--- config.mk ---
export PLATFORM = sky130hd
export DESIGN_NAME = deep_rest_ctrl
export DESIGN_NICKNAME = d
export VERILOG_FILES = /design/src/rtl/drc_pkg.sv /design/src/rtl/drc_entry_qual.sv /design/src/rtl/drc_wake_eval.sv /design/src/rtl/drc_seq_fsm.sv /design/src/rtl/deep_rest_ctrl.sv
export SDC_FILE = /design/constraint.sdc
export NUM_CORES = 1
export LEC_CHECK = 0
export BUFFER_PORTS_ARGS = -buffer_cell sky130_fd_sc_hd__buf_2
export CORE_UTILIZATION = 44
export CTS_BUF_LIST = sky130_fd_sc_hd__clkbuf_8
export CTS_CLUSTER_SIZE = 24
export DETAILED_ROUTE_END_ITERATION = 8
export GPL_ROUTABILITY_DRIVEN = 0
export PLACE_DENSITY = 0.8
export SYNTH_ARGS = -nofsm -noshare
export SYNTH_HDL_FRONTEND = slang
export SYNTH_SLANG_ARGS = --single-unit
--- constraint.sdc ---
create_clock -name clk -period 1.98 [get_ports clk]
set_clock_uncertainty 0.1 [all_clocks]
set_input_delay 0.396 -clock clk [delete_from_list [all_inputs] [get_ports clk]]
set_output_delay 0.396 -clock clk [all_outputs]
set_load 0.005 [all_outputs]
--- src/rtl/drc_pkg.sv ---
package drc_pkg;
  typedef enum logic [2:0] {
    ST_IDLE = 3'd0,
    ST_WARN = 3'd1,
    ST_DEEP = 3'd2,
    ST_ACUP = 3'd3,
    ST_EXIT = 3'd4
  } drc_state_e;

  localparam int REQ_N  = 5;
  localparam int SRC_N  = REQ_N + 1;
  localparam int BTN_IX = 1;
  localparam int AC_IX  = 5;
  localparam int POL_W  = 4;
endpackage

--- src/rtl/drc_entry_qual.sv ---
module drc_entry_qual
  import drc_pkg::*;
(
  input  logic             cfg_en,
  input  logic [1:0]       sleep_st,
  input  logic             mgmt_off,
  input  logic             on_ac,
  input  logic             batt_low,
  input  logic [POL_W-1:0] pol_ok,
  input  logic             pol_need_bl,
  input  logic             pol_need_conn,
  input  logic             conn_wake_en,
  output logic             entry_ok,
  output logic             batt_only
);
  logic [1:0] pol_ix;
  logic       state_ok;
  logic       pol_hit;
  logic       gate_bl;
  logic       gate_conn;

  always_comb begin
    pol_ix    = {sleep_st[0], on_ac};
    state_ok  = sleep_st[1];
    pol_hit   = pol_ok[pol_ix];
    gate_bl   = !pol_need_bl || batt_low;
    gate_conn = !pol_need_conn || conn_wake_en;
    entry_ok  = cfg_en && mgmt_off && state_ok && pol_hit && gate_bl && gate_conn;
    batt_only = !pol_ok[1] && !pol_ok[3];
  end
endmodule

--- src/rtl/drc_wake_eval.sv ---
module drc_wake_eval
  import drc_pkg::*;
(
  input  logic             clk,
  input  logic             rst_n,
  input  logic [REQ_N-1:0] wake_req,
  input  logic [REQ_N-1:0] wake_en,
  input  logic             on_ac,
  input  logic             ac_wake_en,
  output logic             ac_rise,
  output logic [SRC_N-1:0] hits
);
  localparam logic [REQ_N-1:0] ALWAYS_ON = REQ_N'(1) << BTN_IX;

  logic ac_q;
  logic [REQ_N-1:0] eff_en;

  always_ff @(posedge clk or negedge rst_n) begin
    if (!rst_n) ac_q <= 1'b0;
    else        ac_q <= on_ac;
  end

  always_comb begin
    ac_rise = on_ac && !ac_q;
    eff_en  = wake_en | ALWAYS_ON;
  end

  for (genvar i = 0; i < REQ_N; i++) begin : g_src
    assign hits[i] = wake_req[i] && eff_en[i];
  end
  assign hits[AC_IX] = ac_rise && ac_wake_en;
endmodule

--- src/rtl/drc_seq_fsm.sv ---
module drc_seq_fsm
  import drc_pkg::*;
#(
  parameter int ACK_FILT = 2
) (
  input  logic             clk,
  input  logic             rst_n,
  input  logic             entry_ok,
  input  logic             batt_only,
  input  logic             on_ac,
  input  logic             ac_rise,
  input  logic [SRC_N-1:0] hits,
  input  logic             ack_n,
  output logic             warn_n,
  output logic             well_off_n,
  output logic [SRC_N-1:0] wake_cause
);
  localparam int CW = $clog2(ACK_FILT + 1);
  localparam logic [CW-1:0] CNT_LAST = CW'(ACK_FILT - 1);

  drc_state_e st_q, st_d;
  logic [CW-1:0] cnt_q, cnt_d;
  logic hold_q, hold_d;
  logic [SRC_N-1:0] cause_q, cause_d;
  logic cause_ld;

  always_comb begin
    st_d     = st_q;
    cnt_d    = cnt_q;
    hold_d   = hold_q;
    cause_d  = cause_q;
    cause_ld = 1'b0;
    case (st_q)
      ST_IDLE: begin
        cnt_d = '0;
        if (!entry_ok)    hold_d = 1'b0;
        else if (!hold_q) st_d = ST_WARN;
      end
      ST_WARN: begin
        if (!entry_ok) begin
          st_d  = ST_IDLE;
          cnt_d = '0;
        end else if (!ack_n) begin
          if (cnt_q == CNT_LAST) begin
            st_d     = ST_DEEP;
            cnt_d    = '0;
            cause_d  = '0;
            cause_ld = 1'b1;
          end else begin
            cnt_d = cnt_q + 1'b1;
          end
        end else begin
          cnt_d = '0;
        end
      end
      ST_DEEP: begin
        if (|hits) begin
          st_d     = ST_EXIT;
          cause_d  = hits;
          cause_ld = 1'b1;
        end else if (ac_rise && batt_only) begin
          st_d = ST_ACUP;
        end
      end
      ST_ACUP: begin
        if (|hits) begin
          st_d     = ST_EXIT;
          cause_d  = hits;
          cause_ld = 1'b1;
        end else if (!on_ac) begin
          st_d = ST_DEEP;
        end
      end
      ST_EXIT: begin
        st_d   = ST_IDLE;
        hold_d = 1'b1;
      end
      default: st_d = ST_IDLE;
    endcase
  end

  always_ff @(posedge clk or negedge rst_n) begin
    if (!rst_n) begin
      st_q   <= ST_IDLE;
      cnt_q  <= '0;
      hold_q <= 1'b0;
    end else begin
      st_q   <= st_d;
      cnt_q  <= cnt_d;
      hold_q <= hold_d;
    end
  end

  always_ff @(posedge clk or negedge rst_n) begin
    if (!rst_n)        cause_q <= '0;
    else if (cause_ld) cause_q <= cause_d;
  end

  always_comb begin
    warn_n     = (st_q == ST_IDLE);
    well_off_n = (st_q != ST_DEEP);
    wake_cause = cause_q;
  end

  assert_ack_seen_R4: assert property (@(posedge clk) disable iff (!rst_n)
    (st_q == ST_DEEP && $past(st_q) == ST_WARN) |-> $past(!ack_n));

  assert_abort_cause_R5: assert property (@(posedge clk) disable iff (!rst_n)
    (st_q == ST_IDLE && $past(st_q) == ST_WARN) |-> $past(!entry_ok));

  assert_wake_exit_R6: assert property (@(posedge clk) disable iff (!rst_n)
    (st_q == ST_DEEP && |hits) |=> well_off_n);

  assert_ac_reentry_R9: assert property (@(posedge clk) disable iff (!rst_n)
    (st_q == ST_ACUP && !on_ac && hits == '0) |=> !well_off_n);

  assert_cause_set_R11: assert property (@(posedge clk) disable iff (!rst_n)
    (st_q == ST_EXIT) |-> (wake_cause != '0));

  assert_warn_release_R11: assert property (@(posedge clk) disable iff (!rst_n)
    $rose(warn_n) |-> $past(well_off_n));
endmodule

--- src/rtl/deep_rest_ctrl.sv ---
module deep_rest_ctrl
  import drc_pkg::*;
#(
  parameter int ACK_FILT = 2
) (
  input  logic       clk,
  input  logic       rst_n,
  input  logic       cfg_en,
  input  logic [1:0] sleep_st,
  input  logic       mgmt_off,
  input  logic       on_ac,
  input  logic       batt_low,
  input  logic [3:0] pol_ok,
  input  logic       pol_need_bl,
  input  logic       pol_need_conn,
  input  logic       conn_wake_en,
  input  logic [4:0] wake_req,
  input  logic [4:0] wake_en,
  input  logic       ac_wake_en,
  input  logic       ack_n,
  output logic       warn_n,
  output logic       well_off_n,
  output logic [5:0] wake_cause
);
  logic entry_ok;
  logic batt_only;
  logic ac_rise;
  logic [SRC_N-1:0] hits;

  drc_entry_qual u_qual (
    .cfg_en(cfg_en), .sleep_st(sleep_st), .mgmt_off(mgmt_off), .on_ac(on_ac),
    .batt_low(batt_low), .pol_ok(pol_ok), .pol_need_bl(pol_need_bl),
    .pol_need_conn(pol_need_conn), .conn_wake_en(conn_wake_en),
    .entry_ok(entry_ok), .batt_only(batt_only)
  );

  drc_wake_eval u_wake (
    .clk(clk), .rst_n(rst_n), .wake_req(wake_req), .wake_en(wake_en),
    .on_ac(on_ac), .ac_wake_en(ac_wake_en), .ac_rise(ac_rise), .hits(hits)
  );

  drc_seq_fsm #(.ACK_FILT(ACK_FILT)) u_fsm (
    .clk(clk), .rst_n(rst_n), .entry_ok(entry_ok), .batt_only(batt_only),
    .on_ac(on_ac), .ac_rise(ac_rise), .hits(hits), .ack_n(ack_n),
    .warn_n(warn_n), .well_off_n(well_off_n), .wake_cause(wake_cause)
  );

  assert_off_needs_warn_R4: assert property (@(posedge clk) disable iff (!rst_n)
    $fell(well_off_n) |-> (!warn_n && $past(!warn_n)));
endmodule

==> results of run 1 <==
-- how the worst max path moves through the flow --
| stage | depth (start not counted) | endpoint | slack [ps] | from |
|---|---|---|---|---|
| floorplan | 4 | u_fsm.cnt_q[1] | 270 | on_ac |
| global placement | 5 | u_fsm.wake_cause[5] | -0.7 | on_ac |
| detailed placement | 5 | u_fsm.wake_cause[5] | 2 | on_ac |
| CTS | 5 | u_fsm.wake_cause[5] | 260 | on_ac |
| global route | 5 | u_fsm.wake_cause[5] | 150 | on_ac |
| finish | 5 | u_fsm.wake_cause[5] | 270 | on_ac |
-- power groups by stage --
stage	clock network (mW)	logic [mW]	registers, mW
2_1_floorplan	0	0.0167	0.275
3_3_place_gp	0	0.0531	0.275
3_5_place_dp	0	0.0551	0.275
4_1_cts	0.248	0.0567	0.270
5_1_grt	0.258	0.0622	0.270
6_report	0.242	0.0563	0.270
-- repair_timing --
item | in CTS | in global routing
hold buffers | 1 | 0
endpoints found under the hold margin | 13 | 0
resized for setup | 0 | 0
-- routing by layer --
metal	GRT usage [%]	share of wire [%]
met1	24.91	41
met2	45.49	53
met3	10.23	5.1
met4	7.759	1.5
met5	0	0
-- critical path, cell delays in order --
cell	delay [ps]
buf_2	100
mux4_1	540
nor4b_4	160
a21oi_1	380
a2bb2o_1	220
-- per-stage QoR --
step	setup TNS, ps	hold slack (ps)	worst slack, ps	total power, mW	area, um2
floorplan	0	0.4089	267.1	0.2914	629.4
global placement	-0.6758	200.5	-0.6758	0.3278	824.5
detailed placement	0	198.3	2.480	0.3299	824.5
CTS	0	247.2	264.8	0.5748	880.8
global route	0	254.3	149.5	0.5901	880.8
finish	0	252.6	267.9	0.5683	880.8
-- layout make-up --
type / count / area, um2 / share of cell area, %
Inverter: 2 / 7.507 / 0.8523
Clock buffer: 3 / 41.29 / 4.687
Multi-Input combinational cell: 39 / 292.8 / 33.24
Sequential cell: 13 / 325.3 / 36.93
Timing Repair Buffer: 36 / 190.2 / 21.59
Clock inverter: 1 / 5.005 / 0.5682
Tap cell: 15 / 18.77 / 2.131
-- state kept, by name, indices dropped and copies added, names as in the netlist --
name              cells
u_wake.ac_q           1
u_fsm.wake_cause      6
u_fsm.st_q            3
u_fsm.cnt_q           2
u_fsm.hold_q          1
-- synthesized netlist by cell type --
cell and number:
a32o_1 4, o31ai_1 1, a21oi_1 1, a221oi_1 1
nand3_1 1, o41ai_1 1, or4b_1 1, inv_1 2
nand2b_1 1, o21ai_0 3, nand3b_1 1, a2bb2o_1 1
nor4b_4 1, o22ai_1 1, nor3_1 3, dfrtp_1 13
a22o_1 1, a21boi_1 1, nand4bb_1 1, nor2_1 2
clkbuf_1 1, nor2b_1 2, nand4_1 1, a22oi_1 1
a31oi_1 1, nand2_1 6, and2b_1 1, mux4_1 1
-- cells by family after synthesis --
kind of cell / count (synthesis)
AOI/OAI and AO/OA: 17
muxes: 1
and+or+nand+nor: 21
buffers and inverters: 3
DFF: 13
==> summary.txt, run 1 <==
Status
  • Outcome: completed

Clock tree
  • CTS Buf Count: 3
  • Clock sinks: 13
  • Clock Latency Late Sink: 250 ps
  • Clock transition at path regs: 60 ps
  • CTS tree: built
  • Post-CTS Setup Bufs: 0
  • CTS root buf: clkbuf_8
  • Clock Tree Buf Depth: 2
  • H-Tree Depth: 1

Synthesis
  • Synth area leaders: dfrtp_1 52%, a32o_1 6.4%, mux4_1 4.2%
  • Mapped Area: 629.4 um2
  • Gate count after technology mapping: 55
  • Leading area contributor after synthesis: dfrtp_1
  • Mux share of post-synthesis cell area: 4.175%
  • Yosys Warn Count: 0
  • Library cells used by synthesis: 28
  • Post-synth top area share: 51.69%
  • Post-synthesis simple-gate area fraction: 21.47%
  • Post-synthesis compound-gate area fraction: 20.87%
  • Main combinational cell family by area after synthesis: simple AND/OR/NAND/NOR gates
  • Post-synthesis xor/xnor area fraction: 0%
  • Flop and latch count out of synthesis: 13
  • Syn Area/Cell: 11.44 um2
  • Adder-cell share of the synthesized area: 0%
  • Post-synthesis net count: 82
  • Sequential share of the synthesized area: 51.69%

Critical path
  • Worst setup path class: input port to register
  • RR Endpoint: u_fsm.wake_cause[5]
  • Reg2Reg Depth: 4
  • Req. time, crit path: 2070 ps
  • Max FO, Critical Path: 6
  • Reg-to-reg critical path startpoint: u_fsm.st_q[2]
  • Setup crit start kind: input port
  • Critical path data arrival time: 1800 ps
  • Endpoint class of the critical path: register
  • Worst R2R Setup Slack: 440 ps

Placed design
  • I/O Buffers: 33
  • Inst Count DP: 104
  • HPWL Detailed: 1176 um

Global routing
  • Total gr overflow: 0
  • Vias in the first global route: 613
  • Gr usage total: 24.85%
  • Largest net degree at the start of global routing: 14
  • Global-route wire length before repair: 2477 um
  • Initial antenna violation count: 0

Routing
  • DR iter-0 viols: 5
  • 1st-pass router iterations: 4
  • Vias per cell: 5.688
  • Routed vias: 620
  • Remaining DRCs: 0
  • Drt wl/cell: 13.78 um
  • DRT antenna net count: 0
  • Final wirelength: 1502 um

Min path
  • Hold Path End: u_fsm.cnt_q[0]
  • Hold Path Class: input port to register
  • Hold path depth: 2
  • Hold_sp: ack_n

Layout
  • Commonest non-fill, non-tap cell in the layout: buf_2
  • # fillers: 111
  • Layout net count: 122
  • Commonest non-fill, non-tap cells in the layout: 33 x buf_2, 13 x dfrtp_1, 6 x nand2_1
  • ANT cells: 0
  • Area grow syn2layout: 39.96%
  • Finished Core Util: 66.86%
  • Non-filler instance count after layout: 109
  • Fraction of layout cells with a size suffix above 1: 42.55%

STA
  • # setup viols final: 0
  • Max Slew Vio Count: 0
  • Tcrit/Tclk final: 86.47%
  • Actual slew at the worst max-slew pin: 447.1 ps
  • Rel. slew slack: 70.19%
  • Final hold violation count: 0
  • Unrepaired setup endpoints after global routing: no
  • Max frequency: 584.1 MHz
  • Fin crit period: 1712 ps

Power and ir drop
  • Switching share of power: 22.68%
  • Seq pwr share: 47.5%
  • Worst IR Drop VDD: 497.7 uV
  • LEAKAGE: 0.4492 nW
  • PD cells: 645.2 nW/um2
  • Sw power: 128.9 uW
  • Clk pwr share: 42.6%
  • P_int: 439.4 uW
  • Comb pwr share: 9.9%

Floorplanning
  • Die Y: 39.82 um
  • DIE AREA: 1586 um2
  • Die span in x: 39.82 um
  • Num ports: 35
  • Starting density of the core: 47.77%
  • Row cnt: 13
  • Core Area: 1318 um2

Flow run
  • Max cap viols: 0
Note: power is estimated with default switching activity, not from simulation.
==> inputs of run 2 (changes only) <==
==> constraint.sdc (replaced) <==
create_clock -name clk -period 1.98 [get_ports clk]
set_clock_uncertainty 0.1 [all_clocks]
set_input_delay 0.495 -clock clk [delete_from_list [all_inputs] [get_ports clk]]
set_output_delay 0.495 -clock clk [all_outputs]
set_load 0.005 [all_outputs]
==> run 2 against run 1 <==
  * Core utilization decreased by 0.76 points
  * Final cell count fell by 0.92%
  * Final area down 1.1%
  * Count of clock-buffer cells in the layout did not move
  * Largest power group unchanged
==> summary.txt, run 2 (synthesized netlist as in run 1, its figures left out) <==
Floorplanning
  • Die Y: 39.82 um (unchanged)
  • Die span in x: 39.82 um (unchanged)
  • DIE AREA: 1586 um2 (unchanged)
  • Core Area: 1318 um2 (unchanged)
  • Starting density of the core: 47.77% (unchanged)
  • Row cnt: 13 (unchanged)
  • Num ports: 35 (unchanged)

Critical path
  • Worst R2R Setup Slack: 400 ps (-40 ps)
  • Max incr delay on CP: 540 ps (about the same)
  • Req. time, crit path: 2060 ps (about the same)
  • Slowest CP cell: mux4_1
  • Critical path data arrival time: 1900 ps (+100 ps)
  • Setup crit start kind: input port
  • Max FO, Critical Path: 6 (unchanged)
  • Endpoint class of the critical path: register
  • Worst setup path class: input port to register
  • Reg2Reg Depth: 4 (unchanged)
  • Crit-path cells: buf_2, mux4_1, nor4b_4, a21oi_1, a2bb2o_1

Global routing
  • Gr usage total: 22.58% (-2.3 points)
  • Total gr overflow: 0 (unchanged)
  • Initial antenna violation count: 0 (unchanged)
  • Vias in the first global route: 564 (-8.0%)
  • Largest net degree at the start of global routing: 14 (unchanged)
  • Global-route wire length before repair: 2318 um (-6.4%)

STA
  • Actual slew at the worst max-slew pin: 453.0 ps (+5.853 ps)
  • Max Slew Vio Count: 0 (unchanged)
  • Max frequency: 549.4 MHz (-5.9%)
  • Rel. slew slack: 69.80% (-0.39 points)
  • # setup viols final: 0 (unchanged)
  • Unrepaired setup endpoints after global routing: no
  • Fin crit period: 1820 ps (+108.1 ps)
  • Final hold violation count: 0 (unchanged)
  • Tcrit/Tclk final: 91.93% (+5.5 points)

Power and ir drop
  • Worst IR Drop VDD: 418.5 uV (-16%)
  • LEAKAGE: 0.4450 nW (-0.93%)
  • PnR Total Power: 562.7 uW (-1.0%)
  • PD cells: 646.1 nW/um2 (+0.14%)

Clock tree
  • Clock transition at path regs: 60 ps (about the same)
  • CTS resizes: 0 (unchanged)
  • Post-CTS Setup Bufs: 0 (unchanged)
  • Clock sinks: 13 (unchanged)
  • H-Tree Depth: 1 (unchanged)
  • Clock Latency Late Sink: 240 ps (about the same)
  • Clock Tree Buf Depth: 2 (unchanged)
  • CTS tree: built
  • # hold bufs at CTS: 0 (-1)
  • CTS Buf Count: 3 (unchanged)
  • CTS root buf: clkbuf_8

Layout
  • # fillers: 114 (+2.7%)
  • Number of flip-flops in the largest register: 6 (unchanged)
  • Commonest non-fill, non-tap cells in the layout: 33 x buf_2, 13 x dfrtp_1, 6 x nand2_1
  • Layout net count: 121 (-0.82%)
  • Final instance area: 870.8 um2 (-1.1%)
  • ANT cells: 0 (unchanged)
  • Finished Core Util: 66.10% (-0.76 points)
  • Register Area: 325.3 um2 (unchanged)
  • Fraction of layout cells with a size suffix above 1: 43.01% (+0.46 points)
  • Area of the multi-input gates: 292.8 um2 (unchanged)
  • Commonest non-fill, non-tap cell in the layout: buf_2
  • Area grow syn2layout: 38.37%

Min path
  • Hold Path Class: input port to asynchronous set/reset pin

Routing
  • Final wirelength: 1420 um (-5.5%)
  • Vias per cell: 5.528 (-2.8%)
  • Drt wl/cell: 13.15 um (-4.6%)
  • Remaining DRCs: 0 (unchanged)
  • 1st-pass router iterations: 4 (unchanged)
  • DRT antenna net count: 0 (unchanged)
  • Routed vias: 597 (-3.7%)
  • DR iter-0 viols: 9 (+4)

Placed design
  • HPWL Detailed: 1119 um (-4.9%)
  • I/O Buffers: 33 (unchanged)
  • Placed inst area: 824.5 um2 (unchanged)

Status
  • Outcome: completed

Flow run
  • Max cap viols: 0 (unchanged)
[run 2: metrics by stage]
| step | setup TNS [ps] | std cells | hold slack, ps | setup slack, ps |
|---|---|---|---|---|
| final | 0 | 108 | 25.81 | 159.9 |
| after global routing | 0 | 108 | 44.06 | 73.28 |
| after CTS | 0 | 108 | 31.44 | 162.7 |
| after detailed placement | -498.7 | 104 | 294.3 | -93.93 |
| after global placement | -457.6 | 104 | 299.3 | -99.76 |
| after floorplan | 0 | 55 | 99.41 | 168.1 |
[run 2: power breakdown]
group          leakage, nW  total [mW]  internal, mW  switching, mW
combinational        0.241      0.0540        0.0304         0.0236
sequential           0.178       0.270         0.268        0.00185
clock               0.0255       0.238         0.139         0.0994
total                0.445       0.563         0.438          0.125
[run 2: critical path, delay by kind of cell]
family	cells	cell delay, ps
muxes	1	540
AOI/OAI and AO/OA	2	610
buffers and inverters	1	100
and+or+nand+nor	1	160
[run 2: final timing paths]
check                               startpoint                   to
min reg2reg                u_fsm.wake_cause[3]  u_fsm.wake_cause[3]
max in group asynchronous                rst_n       u_fsm.cnt_q[0]
min in group clk                         ack_n       u_fsm.cnt_q[0]
max                                      on_ac  u_fsm.wake_cause[5]
max reg2reg                      u_fsm.st_q[0]  u_fsm.wake_cause[5]
min                                      rst_n  u_fsm.wake_cause[1]
[run 2: final cells by class]
type,count,share of cell area [%]
sequential,13,37.36
clock inverter,1,0.5747
inverter,2,0.8621
tap,15,2.155
clock buffer,3,4.741
multi-input combinational,39,33.62
timing repair buffer,35,20.69
[run 2: routing by layer]
layer	part of all wire, %	up-vias	GRT usage, %
li1	-	292	-
met1	43	284	27.05
met2	51	21	37.30
met3	5.8	0	10.80
met4	0	0	2.586
met5	0	-	0
